**config.mk**
```make
export PLATFORM = sky130hd
export DESIGN_NAME = keyport_gpio
export DESIGN_NICKNAME = d
export VERILOG_FILES = /design/src/rtl/keyport_pkg.sv /design/src/rtl/keyport_sync.sv /design/src/rtl/keyport_regs.sv /design/src/rtl/keyport_wake.sv /design/src/rtl/keyport_gpio.sv
export SDC_FILE = /design/constraint.sdc
export NUM_CORES = 1
export LEC_CHECK = 0
export CELL_PAD_IN_SITES_DETAIL_PLACEMENT = 1
export CELL_PAD_IN_SITES_GLOBAL_PLACEMENT = 1
export CORE_MARGIN = 10
export CORE_UTILIZATION = 35
export CTS_CLUSTER_SIZE = 16
export DETAILED_ROUTE_END_ITERATION = 16
export DONT_BUFFER_PORTS = 1
export GPL_TIMING_DRIVEN = 0
export PLACE_DENSITY = 0.55
export SLEW_MARGIN = 20
export SYNTH_ARGS = -nofsm -noshare
export SYNTH_HDL_FRONTEND = slang
export SYNTH_SLANG_ARGS = --single-unit
```
**constraint.sdc**
```tcl
create_clock -name clk -period 1.5 [get_ports clk]
set_input_delay 0.225 -clock clk [delete_from_list [all_inputs] [get_ports clk]]
set_output_delay 0.225 -clock clk [all_outputs]
set_load 0.01 [all_outputs]
```
**src/rtl/keyport_pkg.sv**
```systemverilog
package keyport_pkg;

   typedef enum logic [1:0] {
      KP_REG_DATA = 2'd0,
      KP_REG_DIR  = 2'd1,
      KP_REG_PULL = 2'd2,
      KP_REG_WCTL = 2'd3
   } kp_reg_e;

   localparam int KP_PULL_W = 4;

   // pull-up group covering a given pin
   function automatic int kp_pull_group(input int pin);
      if (pin < 2)      return pin;
      else if (pin < 4) return 2;
      else              return 3;
   endfunction

endpackage

```
**src/rtl/keyport_sync.sv**
```systemverilog
module keyport_sync #(
   parameter int WIDTH  = 8,
   parameter int STAGES = 2
) (
   input  logic             clk,
   input  logic             rst_n,
   input  logic [WIDTH-1:0] d_in,
   output logic [WIDTH-1:0] d_sync
);
   generate
      if (STAGES < 2) begin : g_bad_stages
         $error("keyport_sync needs at least two stages");
      end
   endgenerate

   logic [WIDTH-1:0] stage_q [STAGES];

   always_ff @(posedge clk or negedge rst_n) begin
      if (!rst_n) begin
         for (int s = 0; s < STAGES; s++) stage_q[s] <= '0;
      end else begin
         stage_q[0] <= d_in;
         for (int s = 1; s < STAGES; s++) stage_q[s] <= stage_q[s-1];
      end
   end

   assign d_sync = stage_q[STAGES-1];
endmodule

```
**src/rtl/keyport_regs.sv**
```systemverilog
module keyport_regs
   import keyport_pkg::*;
#(
   parameter int DATA_W = 8
) (
   input  logic                 clk,
   input  logic                 rst_n,
   input  logic [1:0]           bus_addr,
   input  logic                 bus_wr,
   input  logic [DATA_W-1:0]    bus_wdata,
   input  logic [DATA_W-1:0]    pin_sync,
   output logic [DATA_W-1:0]    bus_rdata,
   output logic [DATA_W-1:0]    latch_q,
   output logic [DATA_W-1:0]    dir_q,
   output logic [KP_PULL_W-1:0] pull_q,
   output logic                 excl_q
);
   localparam int PAD_W = DATA_W - KP_PULL_W;

   generate
      if (DATA_W <= KP_PULL_W) begin : g_bad_width
         $error("keyport_regs data width too small for pull-up field");
      end
   endgenerate

   kp_reg_e sel;
   assign sel = kp_reg_e'(bus_addr);

   always_ff @(posedge clk or negedge rst_n) begin
      if (!rst_n) begin
         latch_q <= '0;
         dir_q   <= '0;
         pull_q  <= '0;
         excl_q  <= 1'b0;
      end else if (bus_wr) begin
         unique case (sel)
            KP_REG_DATA: latch_q <= bus_wdata;
            KP_REG_DIR:  dir_q   <= bus_wdata;
            KP_REG_PULL: pull_q  <= bus_wdata[KP_PULL_W-1:0];
            KP_REG_WCTL: excl_q  <= bus_wdata[0];
         endcase
      end
   end

   always_comb begin
      unique case (sel)
         KP_REG_DATA: bus_rdata = (latch_q & dir_q) | (pin_sync & ~dir_q);
         KP_REG_DIR:  bus_rdata = dir_q;
         KP_REG_PULL: bus_rdata = {{PAD_W{1'b0}}, pull_q};
         KP_REG_WCTL: bus_rdata = {{(DATA_W-1){1'b0}}, excl_q};
      endcase
   end


   latch_write_chk: assert property (@(posedge clk) disable iff (!rst_n)
      (bus_wr && bus_addr == 2'd0) |=> latch_q == $past(bus_wdata));

   dir_write_chk: assert property (@(posedge clk) disable iff (!rst_n)
      (bus_wr && bus_addr == 2'd1) |=> dir_q == $past(bus_wdata));

   pull_write_chk: assert property (@(posedge clk) disable iff (!rst_n)
      (bus_wr && bus_addr == 2'd2) |=> pull_q == $past(bus_wdata[KP_PULL_W-1:0]));

   dir_hold_chk: assert property (@(posedge clk) disable iff (!rst_n)
      !(bus_wr && bus_addr == 2'd1) |=> $stable(dir_q));
endmodule

```
**src/rtl/keyport_wake.sv**
```systemverilog
module keyport_wake #(
   parameter int WIDTH = 8
) (
   input  logic             clk,
   input  logic             rst_n,
   input  logic [WIDTH-1:0] pin_sync,
   input  logic [WIDTH-1:0] dir_q,
   input  logic             excl_q,
   output logic             wake_irq
);
   logic [WIDTH-1:0] counted;
   logic             and_now;
   logic             and_prev;

   // a pin that does not count reads as 1 in the AND
   generate
      for (genvar i = 0; i < WIDTH; i++) begin : g_pin
         if (i == 0) begin : g_first
            assign counted[i] = pin_sync[i] | dir_q[i] | excl_q;
         end else begin : g_rest
            assign counted[i] = pin_sync[i] | dir_q[i];
         end
      end
   endgenerate

   assign and_now = &counted;

   always_ff @(posedge clk or negedge rst_n) begin
      if (!rst_n) begin
         and_prev <= 1'b0;
         wake_irq <= 1'b0;
      end else begin
         and_prev <= and_now;
         wake_irq <= and_prev & ~and_now;
      end
   end


   irq_pulse_chk: assert property (@(posedge clk) disable iff (!rst_n)
      wake_irq |=> !wake_irq);

   no_input_chk: assert property (@(posedge clk) disable iff (!rst_n)
      (&dir_q) |=> !wake_irq);

   high_and_chk: assert property (@(posedge clk) disable iff (!rst_n)
      and_now |=> !wake_irq);
endmodule

```
**src/rtl/keyport_gpio.sv**
```systemverilog
module keyport_gpio
   import keyport_pkg::*;
#(
   parameter int PIN_W       = 8,
   parameter int SYNC_STAGES = 2
) (
   input  logic             clk,
   input  logic             rst_n,
   input  logic [1:0]       bus_addr,
   input  logic             bus_wr,
   input  logic [PIN_W-1:0] bus_wdata,
   output logic [PIN_W-1:0] bus_rdata,
   input  logic [PIN_W-1:0] pad_in,
   output logic [PIN_W-1:0] pad_oe,
   output logic [PIN_W-1:0] pad_out,
   output logic [PIN_W-1:0] pad_pu,
   output logic             wake_irq
);
   generate
      if (PIN_W != 8) begin : g_bad_pins
         $error("keyport_gpio pull-up grouping is defined for eight pins");
      end
   endgenerate

   logic [PIN_W-1:0]     pin_sync;
   logic [PIN_W-1:0]     latch_q;
   logic [PIN_W-1:0]     dir_q;
   logic [KP_PULL_W-1:0] pull_q;
   logic                 excl_q;

   keyport_sync #(.WIDTH(PIN_W), .STAGES(SYNC_STAGES)) u_sync (
      .clk(clk), .rst_n(rst_n), .d_in(pad_in), .d_sync(pin_sync));

   keyport_regs #(.DATA_W(PIN_W)) u_regs (
      .clk(clk), .rst_n(rst_n), .bus_addr(bus_addr), .bus_wr(bus_wr),
      .bus_wdata(bus_wdata), .pin_sync(pin_sync), .bus_rdata(bus_rdata),
      .latch_q(latch_q), .dir_q(dir_q), .pull_q(pull_q), .excl_q(excl_q));

   keyport_wake #(.WIDTH(PIN_W)) u_wake (
      .clk(clk), .rst_n(rst_n), .pin_sync(pin_sync), .dir_q(dir_q),
      .excl_q(excl_q), .wake_irq(wake_irq));

   assign pad_oe  = dir_q;
   assign pad_out = latch_q;

   generate
      for (genvar i = 0; i < PIN_W; i++) begin : g_pull
         localparam int GRP = kp_pull_group(i);
         assign pad_pu[i] = pull_q[GRP] & ~dir_q[i];
      end
   endgenerate


   pu_off_out_chk: assert property (@(posedge clk) disable iff (!rst_n)
      (pad_pu & pad_oe) == '0);

   oe_change_chk: assert property (@(posedge clk) disable iff (!rst_n)
      !bus_wr |=> $stable(pad_oe));
endmodule

```
# After elaboration in Yosys (flattened, before gate mapping)
# Index checks and enable logic that the tools add are counted.
[op_classes] eq_ne=3 mux=1 n_bitwise=31 reduce_logical=6
[ops] op="$pmux 8 s4" n=1
[ops] op="$and 8x8->8" n=2
[ops] op="$and 1x1->1" n=9
[ops] op="$not 1->1" n=9
[ops] op="$or 1x1->1" n=9
[ops] op="$not 8->8" n=1
[ops] op="$or 8x8->8" n=1
[ops] op="$reduce_and 2->1" n=4
[ops] op="$reduce_and 8->1" n=1
[ops] op="$eq 2x2->1 const B" n=2
[ops] op="$eq 2x1->1 const B" n=1
[ops] op="$logic_not 2->1" n=1
[word_totals] reg_bits=39 in_bits=21 output_inout_bits=33 wordCells=49

# Depth between registers and ports, before layout
# Gate-level depths: netlist of the first run.
[depth] ltp_word=5 mapped_depth=5 mapped_depth_nobuf=3

# By module
# Synthesis of the first run repeated with hierarchy kept, for this count alone.
[hier_totals] cells_unflattened=122 area_unflattened_um2=1645.3
[by_module_without_submodules] mod="keyport_regs" n_inst=1 cells_per_inst=78 area_per_inst_um2=1022.2 seq_area_each_um2=525.5
[by_module_without_submodules] mod="keyport_sync" n_inst=1 cells_per_inst=24 area_per_inst_um2=460.4 seq_area_each_um2=400.4
[by_module_without_submodules] mod="keyport_wake" n_inst=1 cells_per_inst=12 area_per_inst_um2=102.6 seq_area_each_um2=50.0
[by_module_without_submodules] mod="keyport_gpio" n_inst=1 cells_per_inst=8 area_per_inst_um2=60.1 seq_area_each_um2=0.0

# Worst setup path after synthesis of the first run
# Ideal clock, no wire load.
[synth_timing] path_kind="register to output" start="register u_regs.dir_q[6]" end="output port bus_rdata[6]" arrival_ns=1.093 setup_slack_ns=0.182 path_stages_with_launch=3 path_buffers=0 path_cell_list="dfrtp_1 > or3b_2 > a21oi_1"
[synth_via] elab_chain_cells=4 word_cells_on_any_way=5 cone_classes="mux (1); bitwise (4)"
[synth_lines] item="start, declared" line="keyport_regs.sv:14" text="output logic [DATA_W-1:0] dir_q,"
[synth_lines] item="start signal, assigned" line="keyport_regs.sv:38" text="KP_REG_DIR: dir_q <= bus_wdata;"
[synth_lines] item="$not 8->8" line="keyport_regs.sv:47" text="KP_REG_DATA: bus_rdata = (latch_q & dir_q) | (pin_sync & ~dir_q);"
[synth_lines] item="$and 8x8->8" line="keyport_regs.sv:47"
[synth_lines] item="$or 8x8->8" line="keyport_regs.sv:47"
[synth_lines] item="$pmux 8 s4 (*)" line="keyport_regs.sv:46" text="unique case (sel)"
[synth_lines] item="end, declared" line="keyport_gpio.sv:12" text="output logic [PIN_W-1:0] bus_rdata,"
# Mark *: on every way between the ends. The rest lies on a longest branch, timed or not.

# Worst setup path after layout of the first run
# Ends and elaborated chain as after synthesis.

==> results of run 1 <==
[sequential cells by signal (all words and copies together), names as in the netlist]
| register | cells |
|---|---|
| u_regs.excl_q | 1 |
| u_regs.dir_q | 8 |
| u_regs.pull_q | 4 |
| u_sync.stage_q | 8 |
| u_sync.d_sync | 8 |
| u_wake.and_prev | 1 |
| u_wake.wake_irq | 1 |
| u_regs.latch_q | 8 |
[through the flow]
step                cell area [µm²]  setup slack (ns)  TNS [ns]  utilization  instances
floorplan                      1570             0.182         0            -        120
finish                         1940           -0.0298   -0.0298        0.445        190
detailed placement             1630            0.0625         0        0.375        172
global placement               1630            0.0668         0        0.375        172
CTS                            1890           -0.0745   -0.0745        0.434        190
global route                   1940           -0.0864   -0.0946        0.445        190
[synthesized netlist by cell type]
cell,count
nor3b_1,2
nand3_1,1
buf_6,1
a22o_1,1
a21oi_1,6
inv_1,2
dfrtp_1,39
o21a_1,2
mux2_2,21
buf_2,1
nor3b_4,1
nor2b_1,9
o211ai_1,1
nand2b_1,1
a31oi_1,1
or3b_2,1
o21ai_0,10
mux2i_1,1
or3_1,1
o22ai_1,3
nand3_2,1
and3_1,1
nor2_1,7
nand2_1,5
buf_4,1
[worst register-to-register path, delay by kind of cell (launching register included)]
family,cells,cell delay (ns)
AND/OR/NAND/NOR,2,0.56
flip-flops,1,0.47
[worst max-delay path by stage]
stage	endpoint	startpoint	slack (ns)
4_1_cts	bus_rdata[6]	u_regs.dir_q[6]	-0.07
2_1_floorplan	bus_rdata[6]	u_regs.dir_q[6]	0.18
6_report	bus_rdata[6]	u_regs.dir_q[6]	-0.03
5_1_grt	bus_rdata[6]	u_regs.dir_q[6]	-0.09
3_3_place_gp	u_regs.latch_q[5]	bus_addr[1]	0.07
3_5_place_dp	u_regs.latch_q[7]	bus_addr[1]	0.06
[area by class of cell]
cell class | count | area share
buffer | 3 | 0.0123
clock buffer | 6 | 0.0426
clock inverter | 2 | 0.0200
inverter | 2 | 0.00387
multi-input combinational | 76 | 0.321
sequential | 39 | 0.509
tap | 52 | 0.0336
timing repair buffer | 10 | 0.0568
[power groups by stage]
stage                     Sequential, µW  Clock [µW]  Combinational (µW)
after global placement              1390           0                 334
after floorplan                     1340           0                 283
final                               1390         911                 420
after CTS                           1380         942                 411
after global routing                1420         995                 463
after detailed placement            1400           0                 343
[layout by cell type, fill, tap and decap left out, types with 2 or more instances in the layout]
| cell | count |
|---|---|
| dfrtp_1 | 30 |
| o21a_1 | 2 |
| nand2_1 | 5 |
| nor2b_1 | 9 |
| o21ai_2 | 3 |
| clkbuf_8 | 6 |
| nor2_2 | 2 |
| mux2_2 | 21 |
| a21oi_2 | 3 |
| dlygate4sd3_1 | 9 |
| o21ai_1 | 2 |
| nor2_1 | 5 |
| dfrtp_2 | 9 |
| inv_1 | 2 |
| nor3b_2 | 2 |
| a21oi_4 | 2 |
| o22ai_1 | 3 |
| o21ai_0 | 5 |
[per-layer routing]
| metal | global-route usage | part of all wire | vias up |
|---|---|---|---|
| li1 | - | - | 453 |
| met1 | 0.126 | 0.39 | 532 |
| met2 | 0.172 | 0.49 | 32 |
| met3 | 0.0665 | 0.11 | 5 |
| met4 | 0.0353 | 0.0091 | 0 |
| met5 | 0 | 0 | - |
[logic make-up (layout without fill, tap and decap cells)]
group,after synthesis,after routing,share of synthesized area
AOI/OAI and AO/OA,24,24,0.0870
DFF,39,39,0.623
buffers and inverters,5,23,0.0200
and+or+nand+nor,30,30,0.113
muxes,22,22,0.157
[repair_timing]
action	CTS	global route
pin swaps	1	3
hold buffers	10	0
resized for setup	11	18
endpoints found under the hold margin	47	0
setup endpoints to repair	5	8
==> results.sh, run 1 <==
export IMPL_vdd_ir_drop_max_mv=0.666
export IMPL_regArea_um2=987
export IMPL_critPathRequiredTime_ns=1.27
export IMPL_rsz0062_at_grt="yes"
export IMPL_finalHoldViolations=0
export IMPL_port_buffers=0
export IMPL_p_sw_frac=0.283
export IMPL_worstSkewPairLatency_ns=0.29
export IMPL_finalPower_uw=2720
export IMPL_htreeDepth=2
export IMPL_combPwrFrac=0.155
export IMPL_syn_avg_cell_area_um2=13.1
export IMPL_num_rows=24
export IMPL_setup_viol=1
export IMPL_fin_skew_ns=0.00315
export IMPL_failed_checks="setup timing"
export IMPL_critPathSlowestCell="dfrtp_2"
export IMPL_hold_depth=1
export IMPL_synthDistinctLibCells=25
export IMPL_startpoint_type="register"
export IMPL_vias=1022
export IMPL_clockBufferDepth=2
export IMPL_drv_cap=0
export IMPL_seqPwrFrac=0.510
export IMPL_p_per_area_nw_per_um2=1400
export IMPL_drc=0
export IMPL_crit_cells=2
export IMPL_cp_end_kind="output port"
export IMPL_ys_ff_latch=39
export IMPL_yosysTopAreaCell="dfrtp_1"
export IMPL_r2r_start="u_regs.dir_q[0]"
export IMPL_cp_top_family="flip-flops"
export IMPL_start_util=0.360
export IMPL_dieArea_um2=7560
export IMPL_hold_ws_ns=0.0827
export IMPL_grt_ovfl_total=0
export IMPL_avgViaCountPerCell=5.38
export IMPL_p_leak_uw=0.000786
export IMPL_fmax_ghz=0.654
export IMPL_crit_type="register to output port"
export IMPL_cts_sinks=39
export IMPL_drt_total_wl_um=3970
export IMPL_rrSetupSlack_ns=0.36
export IMPL_crit_path_max_fanout=6
export IMPL_whs_endpoint="u_regs.dir_q[6]"
export IMPL_ant_nets=0
export IMPL_core_area_um2=4350
export IMPL_min_period_ns=1.53
export IMPL_ioPinCount=54
export IMPL_routedWlPerCell_um=20.9
export IMPL_multi_input_area_um2=623
export IMPL_yosysWarnings=0
export IMPL_fin_crit_sh=1.02
export IMPL_synthTopCellsByArea="dfrtp_1 (62%), mux2_2 (15%), nor2b_1 (3.6%), o21ai_0 (3.2%), a21oi_1 (1.9%)"
export IMPL_netlist_instances=120
export IMPL_tritoncts="yes"
export IMPL_tightest_slew_ns=0.577
export IMPL_min_path_type="input pin to register"
export IMPL_n_fill_cell=455
export IMPL_arrival_ns=1.30
export IMPL_ff2ff_path_depth=2
export IMPL_synth_area_um2=1570
export IMPL_die_height_um=86.9
export IMPL_drt_initial_drc_count=7
export IMPL_grt_max_degree=40
export IMPL_worstPathCellList="or3b_4 > a21oi_4"
export IMPL_post_cts_setup_buffers=0
export IMPL_synth_nets=141
export IMPL_antenna_found_initial=0
export IMPL_die_x_um=86.9
export IMPL_antenna_cells=0
export IMPL_clock_power_share=0.335
export IMPL_crit_buf_inv=0
export IMPL_clockRootBuffer="clkbuf_8"
export IMPL_clk_pin_slew_ns=0.08
export IMPL_final_nets=158
export IMPL_track_usage=0.112
export IMPL_cts_buffers=5
export IMPL_place_hpwl_um=2860
export IMPL_internal_power_uw=1950
export IMPL_synth_top_area_frac=0.623
export IMPL_power_switching_uw=768
export IMPL_cpPeakStageDelay_ns=0.46
export IMPL_gp_congestion=0.699
export IMPL_drtPass1Iterations=4
export IMPL_hp_start="bus_wdata[6]"
export IMPL_max_slew_margin=0.615
export IMPL_status="finished with violations"
export IMPL_seq_area_frac_synth=0.623
export IMPL_grt_pass1_vias=1109
export IMPL_drv_slew=0
export IMPL_drive_above_1_share=0.413
export IMPL_r2r_end="u_wake.and_prev"
export IMPL_setup_ws_ns=-0.0298
export IMPL_grt_pass1_wl_um=6500
export IMPL_syn_to_final_growth_pct=23.6
Note: power is estimated with default switching activity, not from simulation.
==> run 2: changes to the inputs <==
--- a/config.mk
+++ b/config.mk
@@ -7,6 +7,7 @@
 export LEC_CHECK = 0
 export CELL_PAD_IN_SITES_DETAIL_PLACEMENT = 1
 export CELL_PAD_IN_SITES_GLOBAL_PLACEMENT = 1
+export CORE_ASPECT_RATIO = 0.75
 export CORE_MARGIN = 10
 export CORE_UTILIZATION = 35
 export CTS_CLUSTER_SIZE = 16
==> run 2 against run 1 <==
The flow still finishes with violations (setup timing). Global-route usage increased by 0.40 points. Fmax decreased by 0.90%. Largest cell class unchanged. Clock power decreased by 16%. Count of clock-buffer cells in the layout increased by 2. Via count decreased by 0.78%.
==> results.sh, run 2 (synthesis gave the netlist of run 1 again) <==
export IMPL_start_util=0.375
export IMPL_antenna_found_initial=0
export IMPL_fin_tns_setup_ns=-0.0437
export IMPL_crit_buf_inv=0
export IMPL_drt_initial_drc_count=24
export IMPL_die_x_um=97.3
export IMPL_core_area_um2=4180
export IMPL_rrSetupSlack_ns=0.33
export IMPL_tightest_slew_ns=0.577
export IMPL_setup_ws_ns=-0.0437
export IMPL_finalHoldViolations=0
export IMPL_clk_pin_slew_ns=0.07
export IMPL_clockRootBuffer="clkbuf_8"
export IMPL_max_slew_margin=0.615
export IMPL_drt_total_wl_um=4240
export IMPL_vdd_ir_drop_max_mv=0.625
export IMPL_cp_end_kind="output port"
export IMPL_min_period_ns=1.54
export IMPL_clockBufferDepth=2
export IMPL_ioPinCount=54
export IMPL_antenna_cells=0
export IMPL_grt_max_degree=40
export IMPL_setup_viol=1
export IMPL_die_height_um=78.0
export IMPL_place_hpwl_um=3090
export IMPL_final_cell_mix="dfrtp_1 (29), mux2_2 (21), dfrtp_2 (10)"
export IMPL_vias=1014
export IMPL_critPathRequiredTime_ns=1.27
export IMPL_drv_cap=0
export IMPL_critPathSlowestCell="dfrtp_2"
export IMPL_cts_sinks=39
export IMPL_cts_buffers=5
export IMPL_port_buffers=0
export IMPL_final_util=0.457
export IMPL_finalPower_uw=2580
export IMPL_track_usage=0.116
export IMPL_status="finished with violations"
export IMPL_gp_congestion=0.752
export IMPL_drtPass1Iterations=4
export IMPL_p_per_area_nw_per_um2=1350
export IMPL_cp_top_family="flip-flops"
export IMPL_htreeDepth=2
export IMPL_grt_pass1_wl_um=6830
export IMPL_final_common_cell="dfrtp_1"
export IMPL_crit_path_max_fanout=6
export IMPL_multi_input_area_um2=613
export IMPL_drive_above_1_share=0.406
export IMPL_grt_ovfl_total=0
export IMPL_ant_nets=0
export IMPL_routedWlPerCell_um=22.0
export IMPL_num_rows=20
export IMPL_dieArea_um2=7580
export IMPL_worstSkewPairLatency_ns=0.29
export IMPL_syn_to_final_growth_pct=21.9
export IMPL_avgViaCountPerCell=5.25
export IMPL_drv_slew=0
export IMPL_final_nets=158
export IMPL_startpoint_type="register"
export IMPL_grt_pass1_vias=1194
export IMPL_fmax_ghz=0.648
export IMPL_post_cts_setup_buffers=0
export IMPL_fin_crit_sh=1.03
export IMPL_failed_checks="setup timing"
export IMPL_n_fill_cell=435
export IMPL_min_path_type="input pin to register"
export IMPL_p_leak_uw=0.000773
export IMPL_rsz0062_at_grt="yes"
export IMPL_regArea_um2=988
export IMPL_cpPeakStageDelay_ns=0.47
export IMPL_tritoncts="yes"
export IMPL_drc=0
export IMPL_worstPathCellList="or3b_4 > a21oi_4"
export IMPL_arrival_ns=1.32
export IMPL_fin_skew_ns=0.00482
export IMPL_dp_slack_ns=0.0816
export IMPL_crit_type="register to output port"
-- run 2: through the flow --
step	instances	instance area [µm²]	hold WS, ns
6_report	193	1910	0.0795
5_1_grt	193	1910	0.0640
4_1_cts	193	1870	0.0757
3_5_place_dp	175	1640	-0.0694
3_3_place_gp	175	1640	-0.0694
2_1_floorplan	120	1570	-0.0706
-- run 2: layout make-up --
type                            count  area share
Buffer                              3      0.0124
Multi-Input combinational cell     76       0.321
Clock buffer                        8      0.0524
Inverter                            2     0.00393
Tap cell                           55      0.0360
Timing Repair Buffer               10      0.0576
Sequential cell                    39       0.517
-- run 2: repair_timing --
action                                  4_1_cts  5_1_grt
hold buffers                                 10        0
resized for setup                            11       17
endpoints found under the setup margin        6        8
pin swaps                                     2        3
endpoints found under the hold margin        47        0
-- run 2: routing by layer --
layer,vias up,global-route usage,routed length (µm)
li1,456,-,-
met1,520,0.125,1660
met2,31,0.189,2130
met3,7,0.0664,396
met4,0,0.0391,55
met5,-,0,0
-- run 2: where the power goes --
| part | internal [µW] | leakage, µW | switching, µW |
|---|---|---|---|
| logic | 204 | 0.000270 | 214 |
| registers | 1200 | 0.000452 | 197 |
| clock network | 419 | 0.0000515 | 346 |
-- run 2: worst paths after layout --
| path | to | cells past startpoint | start |
|---|---|---|---|
| max in group asynchronous | u_regs.dir_q[2] | 2 | rst_n |
| setup / recovery | bus_rdata[6] | 2 | u_regs.dir_q[6] |
| hold / removal | u_regs.pull_q[0] | 1 | bus_wdata[0] |
| setup reg to reg | u_wake.wake_irq | 2 | u_regs.dir_q[0] |
| hold reg to reg | u_sync.d_sync[2] | 0 | u_sync.stage_q[10] |
| min in group asynchronous | u_sync.stage_q[13] | 2 | rst_n |
